**src/rtl/csio_pkg.sv**
```systemverilog
// Package: shared constants for the clocked serial byte port.
// Assumes an 8-bit bus with a 1-bit address.
package csio_pkg;
    localparam logic ADDR_DATA = 1'b0;
    localparam logic ADDR_CTRL = 1'b1;
    localparam int   BIT_EF    = 7;
    localparam int   BIT_EIE   = 6;
    localparam int   BIT_RE    = 5;
    localparam int   BIT_TE    = 4;
endpackage

```
**src/rtl/csio_clkgen.sv**
```systemverilog
// Serial clock source: programmable divider or synchronised external clock.
// Produces one-cycle rise/fall strobes in the system clock domain.
// Assumes an external clock slower than the fastest internal ratio.
module csio_clkgen #(
    parameter int HALF_BASE = 10,
    parameter int SS_W      = 3,
    parameter int CNT_W     = 11
) (
    input  logic            clk,
    input  logic            rst_n,
    input  logic            active,
    input  logic [SS_W-1:0] ss,
    input  logic            sclk_in,
    output logic            rise_stb,
    output logic            fall_stb,
    output logic            sclk_out,
    output logic            sclk_oe
);
    logic             ext_mode;
    logic [CNT_W-1:0] half_m1;
    logic [CNT_W-1:0] cnt_q;
    logic             lvl_q;
    logic             sync1_q, sync2_q, sync3_q;
    logic             tick;

    assign ext_mode = &ss;
    assign half_m1  = (CNT_W'(HALF_BASE) << ss) - CNT_W'(1);

    // Two-flop synchroniser plus history flop for edge detection
    always_ff @(posedge clk) begin
        if (!rst_n) begin
            sync1_q <= 1'b1;
            sync2_q <= 1'b1;
            sync3_q <= 1'b1;
        end else begin
            sync1_q <= sclk_in;
            sync2_q <= sync1_q;
            sync3_q <= sync2_q;
        end
    end

    // Half-period divider; idles high when inactive or external
    always_ff @(posedge clk) begin
        if (!rst_n || !active || ext_mode) begin
            cnt_q <= '0;
            lvl_q <= 1'b1;
        end else if (cnt_q == half_m1) begin
            cnt_q <= '0;
            lvl_q <= ~lvl_q;
        end else begin
            cnt_q <= cnt_q + CNT_W'(1);
        end
    end

    assign tick     = active && !ext_mode && (cnt_q == half_m1);
    assign fall_stb = ext_mode ? (active && sync3_q && !sync2_q) : (tick && lvl_q);
    assign rise_stb = ext_mode ? (active && !sync3_q && sync2_q) : (tick && !lvl_q);
    assign sclk_out = lvl_q | ~active;
    assign sclk_oe  = ~ext_mode;

    AST_ONE_EDGE: assert property (@(posedge clk) disable iff (!rst_n) !(rise_stb && fall_stb));
endmodule

```
**src/rtl/csio_shifter.sv**
```systemverilog
// Shift engine: counts rising edges, drives transmit bits on falling edges,
// samples receive bits on rising edges, LSB first. Assumes one-cycle strobes.
module csio_shifter #(
    parameter int DATA_W = 8,
    parameter int BCNT_W = 3
) (
    input  logic              clk,
    input  logic              rst_n,
    input  logic              active,
    input  logic              tx_mode,
    input  logic              load,
    input  logic [DATA_W-1:0] load_data,
    input  logic              rise_stb,
    input  logic              fall_stb,
    input  logic              rxd,
    output logic              txd,
    output logic              done,
    output logic [DATA_W-1:0] rx_data
);
    logic [BCNT_W-1:0] bitcnt_q;
    logic [DATA_W-1:0] tx_sh_q;
    logic [DATA_W-1:0] rx_sh_q;
    logic              txd_q;

    // Bit counter advances on each rising serial edge of a transfer
    always_ff @(posedge clk) begin
        if (!rst_n || !active) bitcnt_q <= '0;
        else if (rise_stb)     bitcnt_q <= bitcnt_q + BCNT_W'(1);
    end

    // Transmit holding copy captured at start
    always_ff @(posedge clk) begin
        if (!rst_n)    tx_sh_q <= '0;
        else if (load) tx_sh_q <= load_data;
    end

    // Transmit line update on falling serial edge
    always_ff @(posedge clk) begin
        if (!rst_n)                            txd_q <= 1'b1;
        else if (active && tx_mode && fall_stb) txd_q <= tx_sh_q[bitcnt_q];
    end

    // Receive shift on rising serial edge, LSB arrives first
    always_ff @(posedge clk) begin
        if (!rst_n)                              rx_sh_q <= '0;
        else if (active && !tx_mode && rise_stb) rx_sh_q <= {rxd, rx_sh_q[DATA_W-1:1]};
    end

    assign txd     = txd_q;
    assign done    = active && rise_stb && (bitcnt_q == BCNT_W'(DATA_W - 1));
    assign rx_data = {rxd, rx_sh_q[DATA_W-1:1]};

    AST_CNT_RESTART: assert property (@(posedge clk) disable iff (!rst_n) done |=> (bitcnt_q == '0));
endmodule

```
**src/rtl/csio_ctrl.sv**
```systemverilog
// Top: bus registers, enable/flag control and interrupt of the clocked serial
// byte port. Assumes single-cycle bus strobes and a synchronous reset.
module csio_ctrl
    import csio_pkg::*;
#(
    parameter int DATA_W   = 8,
    parameter int SS_W     = 3,
    parameter int BASE_DIV = 20
) (
    input  logic              clk,
    input  logic              rst_n,
    input  logic              bus_wr,
    input  logic              bus_rd,
    input  logic              bus_addr,
    input  logic [DATA_W-1:0] bus_wdata,
    output logic [DATA_W-1:0] bus_rdata,
    input  logic              stop_io,
    input  logic              sclk_i,
    output logic              sclk_o,
    output logic              sclk_oe,
    output logic              txd,
    input  logic              rxd,
    output logic              irq
);
    localparam int HALF_BASE = BASE_DIV / 2;
    localparam int CNT_W     = $clog2(HALF_BASE << ((1 << SS_W) - 2)) + 1;
    localparam int BCNT_W    = $clog2(DATA_W);

    logic [DATA_W-1:0] data_q;
    logic              te_q, re_q, eie_q, ef_q;
    logic [SS_W-1:0]   ss_q;
    logic              active, start, tx_load, done;
    logic              wr_ctrl, wr_data, rd_data;
    logic              rise_stb, fall_stb;
    logic [DATA_W-1:0] rx_data;
    logic              wdata_unused;

    assign active  = te_q | re_q;
    assign wr_ctrl = bus_wr && (bus_addr == ADDR_CTRL);
    assign wr_data = bus_wr && (bus_addr == ADDR_DATA);
    assign rd_data = bus_rd && (bus_addr == ADDR_DATA);
    assign start   = wr_ctrl && !active && !stop_io &&
                     (bus_wdata[BIT_TE] || bus_wdata[BIT_RE]);
    assign tx_load = start && bus_wdata[BIT_TE];
    assign wdata_unused = ^{bus_wdata[DATA_W-1:BIT_EF], bus_wdata[3]};

    // Enable bits: set by write when idle, cleared by stop or end of byte
    always_ff @(posedge clk) begin
        if (!rst_n || stop_io || done) begin
            te_q <= 1'b0;
            re_q <= 1'b0;
        end else if (start) begin
            te_q <= bus_wdata[BIT_TE];
            re_q <= bus_wdata[BIT_RE] && !bus_wdata[BIT_TE];
        end
    end

    // Interrupt enable and speed code, always writable
    always_ff @(posedge clk) begin
        if (!rst_n) begin
            eie_q <= 1'b0;
            ss_q  <= '1;
        end else if (wr_ctrl) begin
            eie_q <= bus_wdata[BIT_EIE];
            ss_q  <= bus_wdata[SS_W-1:0];
        end
    end

    // End flag: set at end of byte wins over software clears
    always_ff @(posedge clk) begin
        if (!rst_n)                ef_q <= 1'b0;
        else if (done)             ef_q <= 1'b1;
        else if (rd_data || start) ef_q <= 1'b0;
    end

    // Data location: received byte at end of receive, else bus write
    always_ff @(posedge clk) begin
        if (!rst_n)             data_q <= '0;
        else if (done && re_q)  data_q <= rx_data;
        else if (wr_data)       data_q <= bus_wdata;
    end

    // Read mux
    always_comb begin
        bus_rdata = data_q;
        if (bus_addr == ADDR_CTRL) begin
            bus_rdata                = '0;
            bus_rdata[BIT_EF]        = ef_q;
            bus_rdata[BIT_EIE]       = eie_q;
            bus_rdata[BIT_RE]        = re_q;
            bus_rdata[BIT_TE]        = te_q;
            bus_rdata[SS_W-1:0]      = ss_q;
        end
    end

    assign irq = ef_q & eie_q;

    csio_clkgen #(.HALF_BASE(HALF_BASE), .SS_W(SS_W), .CNT_W(CNT_W)) u_clkgen (
        .clk(clk), .rst_n(rst_n), .active(active), .ss(ss_q), .sclk_in(sclk_i),
        .rise_stb(rise_stb), .fall_stb(fall_stb), .sclk_out(sclk_o), .sclk_oe(sclk_oe)
    );

    csio_shifter #(.DATA_W(DATA_W), .BCNT_W(BCNT_W)) u_shifter (
        .clk(clk), .rst_n(rst_n), .active(active), .tx_mode(te_q), .load(tx_load),
        .load_data(data_q), .rise_stb(rise_stb), .fall_stb(fall_stb), .rxd(rxd),
        .txd(txd), .done(done), .rx_data(rx_data)
    );

    AST_EN_EXCL:    assert property (@(posedge clk) disable iff (!rst_n) !(te_q && re_q));
    AST_EF_AT_END:  assert property (@(posedge clk) disable iff (!rst_n) $rose(ef_q) |-> $past(active));
    AST_DONE_CLR:   assert property (@(posedge clk) disable iff (!rst_n) done |=> !active);
    AST_STOP_CLR:   assert property (@(posedge clk) disable iff (!rst_n) stop_io |=> !active);
    AST_IDLE_HIGH:  assert property (@(posedge clk) disable iff (!rst_n) !active |-> sclk_o);
endmodule

```
**config.mk**
```make
export PLATFORM = sky130hd
export DESIGN_NAME = csio_ctrl
export DESIGN_NICKNAME = d
export VERILOG_FILES = /design/src/rtl/csio_pkg.sv /design/src/rtl/csio_clkgen.sv /design/src/rtl/csio_shifter.sv /design/src/rtl/csio_ctrl.sv
export SDC_FILE = /design/constraint.sdc
export NUM_CORES = 1
export LEC_CHECK = 0
export ABC_CLOCK_PERIOD_IN_PS = 6250
export BUFFER_PORTS_ARGS = -buffer_cell sky130_fd_sc_hd__buf_4
export CAP_MARGIN = 30
export CORE_MARGIN = 2
export CORE_UTILIZATION = 40
export DETAILED_ROUTE_END_ITERATION = 6
export SLEW_MARGIN = 20
export SYNTH_ARGS = -nofsm -noshare
export SYNTH_HDL_FRONTEND = slang
export SYNTH_SLANG_ARGS = --single-unit
```
**constraint.sdc**
```tcl
create_clock -name clk -period 6.25 [get_ports clk]
set_input_delay 1.25 -clock clk [delete_from_list [all_inputs] [get_ports clk]]
set_output_delay 1.25 -clock clk [all_outputs]
set_load 0.01 [all_outputs]
```
After elaboration in Yosys (flattened, before gate mapping). Cells that the tools add are included.

Register bits: 50. Bits of input ports: 16. Output and inout port bits: 12. Word-level logic and storage cells: 80.

Add/sub/neg operators: 3. Magnitude comparators: 1. Eq/ne operators: 2. Shift-type cells: 1. Mux-type cells: 9. Bitwise operators: 7. Reductions and logical operators: 42.

Operators by type and width (number): $mux 8 (3); $logic_and 1x1->1 (23); $add 11x1->11 const B (1); $eq 11x11->1 (1); $shl 4x3->11 const A (1); $sub 11x2->11 const B (1); $logic_not 1->1 (9); $logic_or 1x1->1 (6); $mux 1 (5); $lt 3x4->1 const B (1); $not 1->1 (4); $reduce_bool 2->1 (2); $add 3x1->3 const B (1); $bmux 1 s3 (1); $eq 3x3->1 const B (1); $reduce_and 3->1 (1); $or 1x1->1 (2); $reduce_or 2->1 (1); $and 1x1->1 (1).

Depth between registers and ports, before layout.
Depth in word-level cells: 10. Gate-level depth with buffers: 11. Gate-level depth less buffers: 8.

By module. A second synthesis with hierarchy kept.

Cell total of the unflattened synthesis: 282. Area, all modules: 2633.8 um2.

By module, submodules not included: csio_clkgen (times used 1, cells each 117, area each 1054.8 um2, seq. area each 300.3 um2); csio_shifter (times used 1, cells each 73, area each 823.3 um2, seq. area each 380.4 um2); csio_ctrl (times used 1, cells each 92, area each 755.7 um2, seq. area each 300.3 um2).

Worst setup path after synthesis. OpenSTA, ideal clock, no wires.

Path kind: register -> register. Start: reg ss_q[0]. End: reg data_q[1]. Library setup time: 0.072 ns. Arrival time: 3.158 ns. Required time: 6.178 ns. Path slack: 3.020 ns. Cell stages (with the launch flop): 12. Buffers on the path: 3. Clock period less this slack: 3.230 ns. Cell sequence: dfxtp_1 buf_2 clkbuf_1 or3b_2 ha_1 xnor2_1 or4_1 a221o_1 nor4b_4 o211a_1 buf_6 mux2i_1.

Cells in the longest elaborated chain, start to end: 10. Elaborated cells between the ends (all ways): 14. Classes of those cells: 1 x add/sub; 1 x eq/ne; 1 x shift; 2 x mux; 9 x reduce/logical.

RTL lines: start, declared (line csio_ctrl.sv:31) `logic [SS_W-1:0] ss_q;`; start signal, assigned (line csio_ctrl.sv:65) `ss_q <= bus_wdata[SS_W-1:0];`; $shl 4x3->11 or $reduce_and 3->1 (tied branches) (line csio_clkgen.sv:27, csio_clkgen.sv:26); $sub 11x2->11 or $logic_not 1->1 (tied branches) (line csio_clkgen.sv:27, csio_clkgen.sv:55); $eq 11x11->1 or $logic_and 1x1->1 (tied branches) (line csio_clkgen.sv:55) `assign tick = active && !ext_mode && (cnt_q == half_m1);`; $logic_and 1x1->1 (line csio_clkgen.sv:55); $logic_and 1x1->1 (line csio_clkgen.sv:57) `assign rise_stb = ext_mode ? (active && !sync3_q && sync2_q) : (tick && !lvl_q);`; $mux 1 (*) (line csio_clkgen.sv:57); $logic_and 1x1->1 (*) (2 in series) (line csio_shifter.sv:50) `assign done = active && rise_stb && (bitcnt_q == BCNT_W'(DATA_W - 1));`; $logic_and 1x1->1 (*) (line csio_ctrl.sv:79) `else if (done && re_q) data_q <= rx_data;`; $mux 8 or $reduce_bool 2->1 (tied branches); end signal, assigned (line csio_ctrl.sv:79); end signal, assigned (line csio_ctrl.sv:80) `else if (wr_data) data_q <= bus_wdata;`; end, declared (line csio_ctrl.sv:29) `logic [DATA_W-1:0] data_q;`.

Every way passes the cells marked *; elsewhere a longest branch is shown, timed or not. A chain may end at the register's enable or synchronous reset.

Final worst setup path.
Start: reg ss_q[0]. End: reg data_q[5].

The elaborated chain is that of the path after synthesis.

==> results.md <==
* CTS resizes at 0
* Clk root buf: clkbuf_8
* Clk sinks at 49
* H-tree levels at 2
* Hold buffers post-CTS at 0
* Inserted Clock Buffers at 5
* Wire length on met2 at 2410 um
* Final HPWL DP at 3850 um
* Met1 WL at 2560 um
* Final instance area at 2830 um2
* Max Used Layer: met4
* Final setup TNS at 0 ps
* Setup violators final at 0
* Critical path type: flip-flop to flip-flop
* Crit end category: flip-flop
* Antenna Nets Post-Route at 0
* Slew @ Worst Pin at 712 ps
* Total Routed Length at 5250 um
* Antenna violations before repair at 0
* Critical Path Start: ss_q[0]
* Slew margin rel. at 52.4%
* Period minus WS final at 3550 ps
* Worst-path clk slew at 90 ps
* Rows at 28
* First-pass GRT wire length at 8920 um
* Core Box Area at 5990 um2
* P_leak at 1.10 nW
* DRC viols at 0
* Critical path's slowest cell: dfxtp_1
* MaxCap Viol Count at 0
* Worst IR drop on VDD at 90.3 uV
* CP max FO at 18
* Post-synth cell types at 49
* Mean routed wirelength per cell at 14.2 um
* Area delta synth->final at 13.2%
* HP Class: flip-flop to flip-flop
* Die Span Y at 83.0 um
* Skew-Pair Late Insertion Delay at 300 ps
* Status: finished clean
* FF-to-FF path depth at 8
* Reg2Reg Setup Slack at 2700 ps
* CTS tree: done
* Register area share after synthesis at 39.3%
* RD Place Congestion at 0.771
* Crit path to: data_q[5]
* GRT Total Usage at 15.8%
* CP delay by family, top: simple AND/OR/NAND/NOR gates
* DR iter-0 viols at 94
* CP Cell Sequence: or3b_2 > ha_1 > xnor2_1 > or4_1 > a221o_1 > nor4b_4 > o211a_1 > mux2i_1
* TritonRoute pass-1 iters at 4
* Synth Warn # at 0
* Global route total overflow at 0
* Input/output buffers at 27
* Largest net degree at the start of global routing at 38
* Synth Cell Area at 2500 um2
* #FFs+latches synth at 49
* Setup Fix Bufs, Post-CTS at 0
* FF-to-FF End: data_q[5]
* Hold Vio Cnt, Final at 0
* Share of cells above drive strength 1 at 20.4%
* Final #Nets at 314
* RSZ-0062 raised after global routing: no
* CP peak stage delay at 650 ps
* Die Width at 83.0 um
* Top_reg_cell synth: dfxtp_1
* Die area at 6890 um2
* Slew Viols, Final at 0
* Critical path depth at 8
* Crit share post-route at 56.8%
* Area after DPL at 2720 um2
* Non-Filler Instances at 369
* Synthesized instance count at 277
* Critical path buffer and inverter count at 0
* Critical Path AT at 3780 ps
* Crit path required time at 6480 ps
* Routed met3 length at 217 um
* Vias at 1956
* Fmax achieved at 282 MHz
* Synth Net Count at 297
* Post-synth ARST share at 0%
* Skew final at 8.32 ps
* Post-synth EDFFs at 0
* Io pins at 28
* Final core area utilization at 47.2%
* Diodes inserted at 0
* Placed Instances at 362
* Startpoint Class: flip-flop
* PD cells at 213 nW/um2
* Max clock buf depth at 2
* Reg-to-reg startpoint: ss_q[0]
* Vias in the first global route at 1803
* Drt via density at 5.30
* Syn_area_per_cell at 9.01 um2
* Initial Utilization at 41.7%
## cell type report
| type | instances | area [um2] |
|---|---|---|
| Inverter | 7 | 26.3 |
| Clock buffer | 5 | 68.8 |
| Multi-Input combinational cell | 203 | 1410 |
| Clock inverter | 2 | 35.0 |
| Fill cell | 576 | 3170 |
| Tap cell | 75 | 93.8 |
| Timing Repair Buffer | 28 | 210 |
| Sequential cell | 49 | 981 |
## where the power goes
group,internal [mW],switching (mW),total [mW]
registers,0.317,0.00805,0.325
clock network,0.117,0.105,0.222
logic,0.0284,0.0276,0.0560
## metrics by stage
step / hold WS, ps / setup WS (ps) / power [mW]
2_1_floorplan: 386 / 3020 / 0.366
3_3_place_gp: 433 / 2830 / 0.389
3_5_place_dp: 447 / 2750 / 0.389
4_1_cts: 462 / 2700 / 0.611
5_1_grt: 488 / 2450 / 0.629
6_report: 463 / 2700 / 0.603
## how the worst min path moves through the flow
stage / end / cells after the start / start / slack [ps]
2_1_floorplan: u_clkgen.sync2_q / 1 / u_clkgen.sync1_q / 390
3_3_place_gp: u_clkgen.sync3_q / 1 / u_clkgen.sync2_q / 430
3_5_place_dp: u_clkgen.sync3_q / 1 / u_clkgen.sync2_q / 450
4_1_cts: u_clkgen.sync3_q / 1 / u_clkgen.sync2_q / 460
5_1_grt: u_shifter.tx_sh_q[6] / 2 / u_shifter.tx_sh_q[6] / 490
6_report: u_shifter.tx_sh_q[5] / 2 / u_shifter.tx_sh_q[5] / 460
## synth_stat cells, types with 4 or more instances
master    number  share of area (%)
a21boi_0       9                2.7
clkbuf_1      12                1.8
dfxtp_1       49                 39
ha_1           4                2.0
inv_1          7                1.1
mux2_2        16                7.2
mux2i_1       17                6.8
nand2_1       40                6.0
nand2b_1       7                1.8
nand3_1       23                4.6
nor2_1        17                2.6
nor2b_1        5                1.3
nor3_1         4               0.80
o21ai_0        4               0.80
xnor2_1        8                2.8
xor2_1         6                2.1
## cell usage in the layout, fill, tap and decap left out, drive strengths merged, types with 3 or more instances in the layout
cell type | Yosys | final
a21boi | 9 | 9
and2 | 3 | 3
nor2 | 17 | 17
and3 | 3 | 3
nor2b | 5 | 5
o21ai | 5 | 5
mux2i | 17 | 17
dfxtp | 49 | 49
ha | 4 | 4
xnor2 | 8 | 8
nor3 | 4 | 4
inv | 7 | 7
xor2 | 6 | 6
clkbuf | 12 | 5
buf | 6 | 28
nand3 | 23 | 23
nand2 | 40 | 40
nand2b | 7 | 7
mux2 | 16 | 16
## sequential cells by signal, indices dropped and copies added (netlist names)
name                flops
u_shifter.rx_sh_q       7
u_clkgen.cnt_q         11
data_q                  8
u_shifter.txd           1
ef_q                    1
u_clkgen.sync2_q        1
u_shifter.bitcnt_q      3
u_shifter.tx_sh_q       8
eie_q                   1
te_q                    1
u_clkgen.sync3_q        1
ss_q                    3
re_q                    1
u_clkgen.sync1_q        1
u_clkgen.lvl_q          1
## worst min-delay path, cell delays in order, from the launching register on
cell      delay [ps]
dfxtp_1          320
nand2_1           40
a21boi_0          60
## kinds of logic after synthesis
family,share of synthesized area [%]
AOI/OAI and AO/OA,10.1
and+or+nand+nor,23.6
xor gates and xnor gates,4.91
adders and majority gates,2.01
muxes,15.8
DFF,39.3
buffers and inverters,4.21
## layer usage
layer | track usage [%] | up-vias
met4 | 4.02 | 0
met2 | 24.3 | 42
met5 | 0 | -
met1 | 22.4 | 903
li1 | - | 1006
met3 | 3.48 | 5
Note: power is estimated with default switching activity, not from simulation.
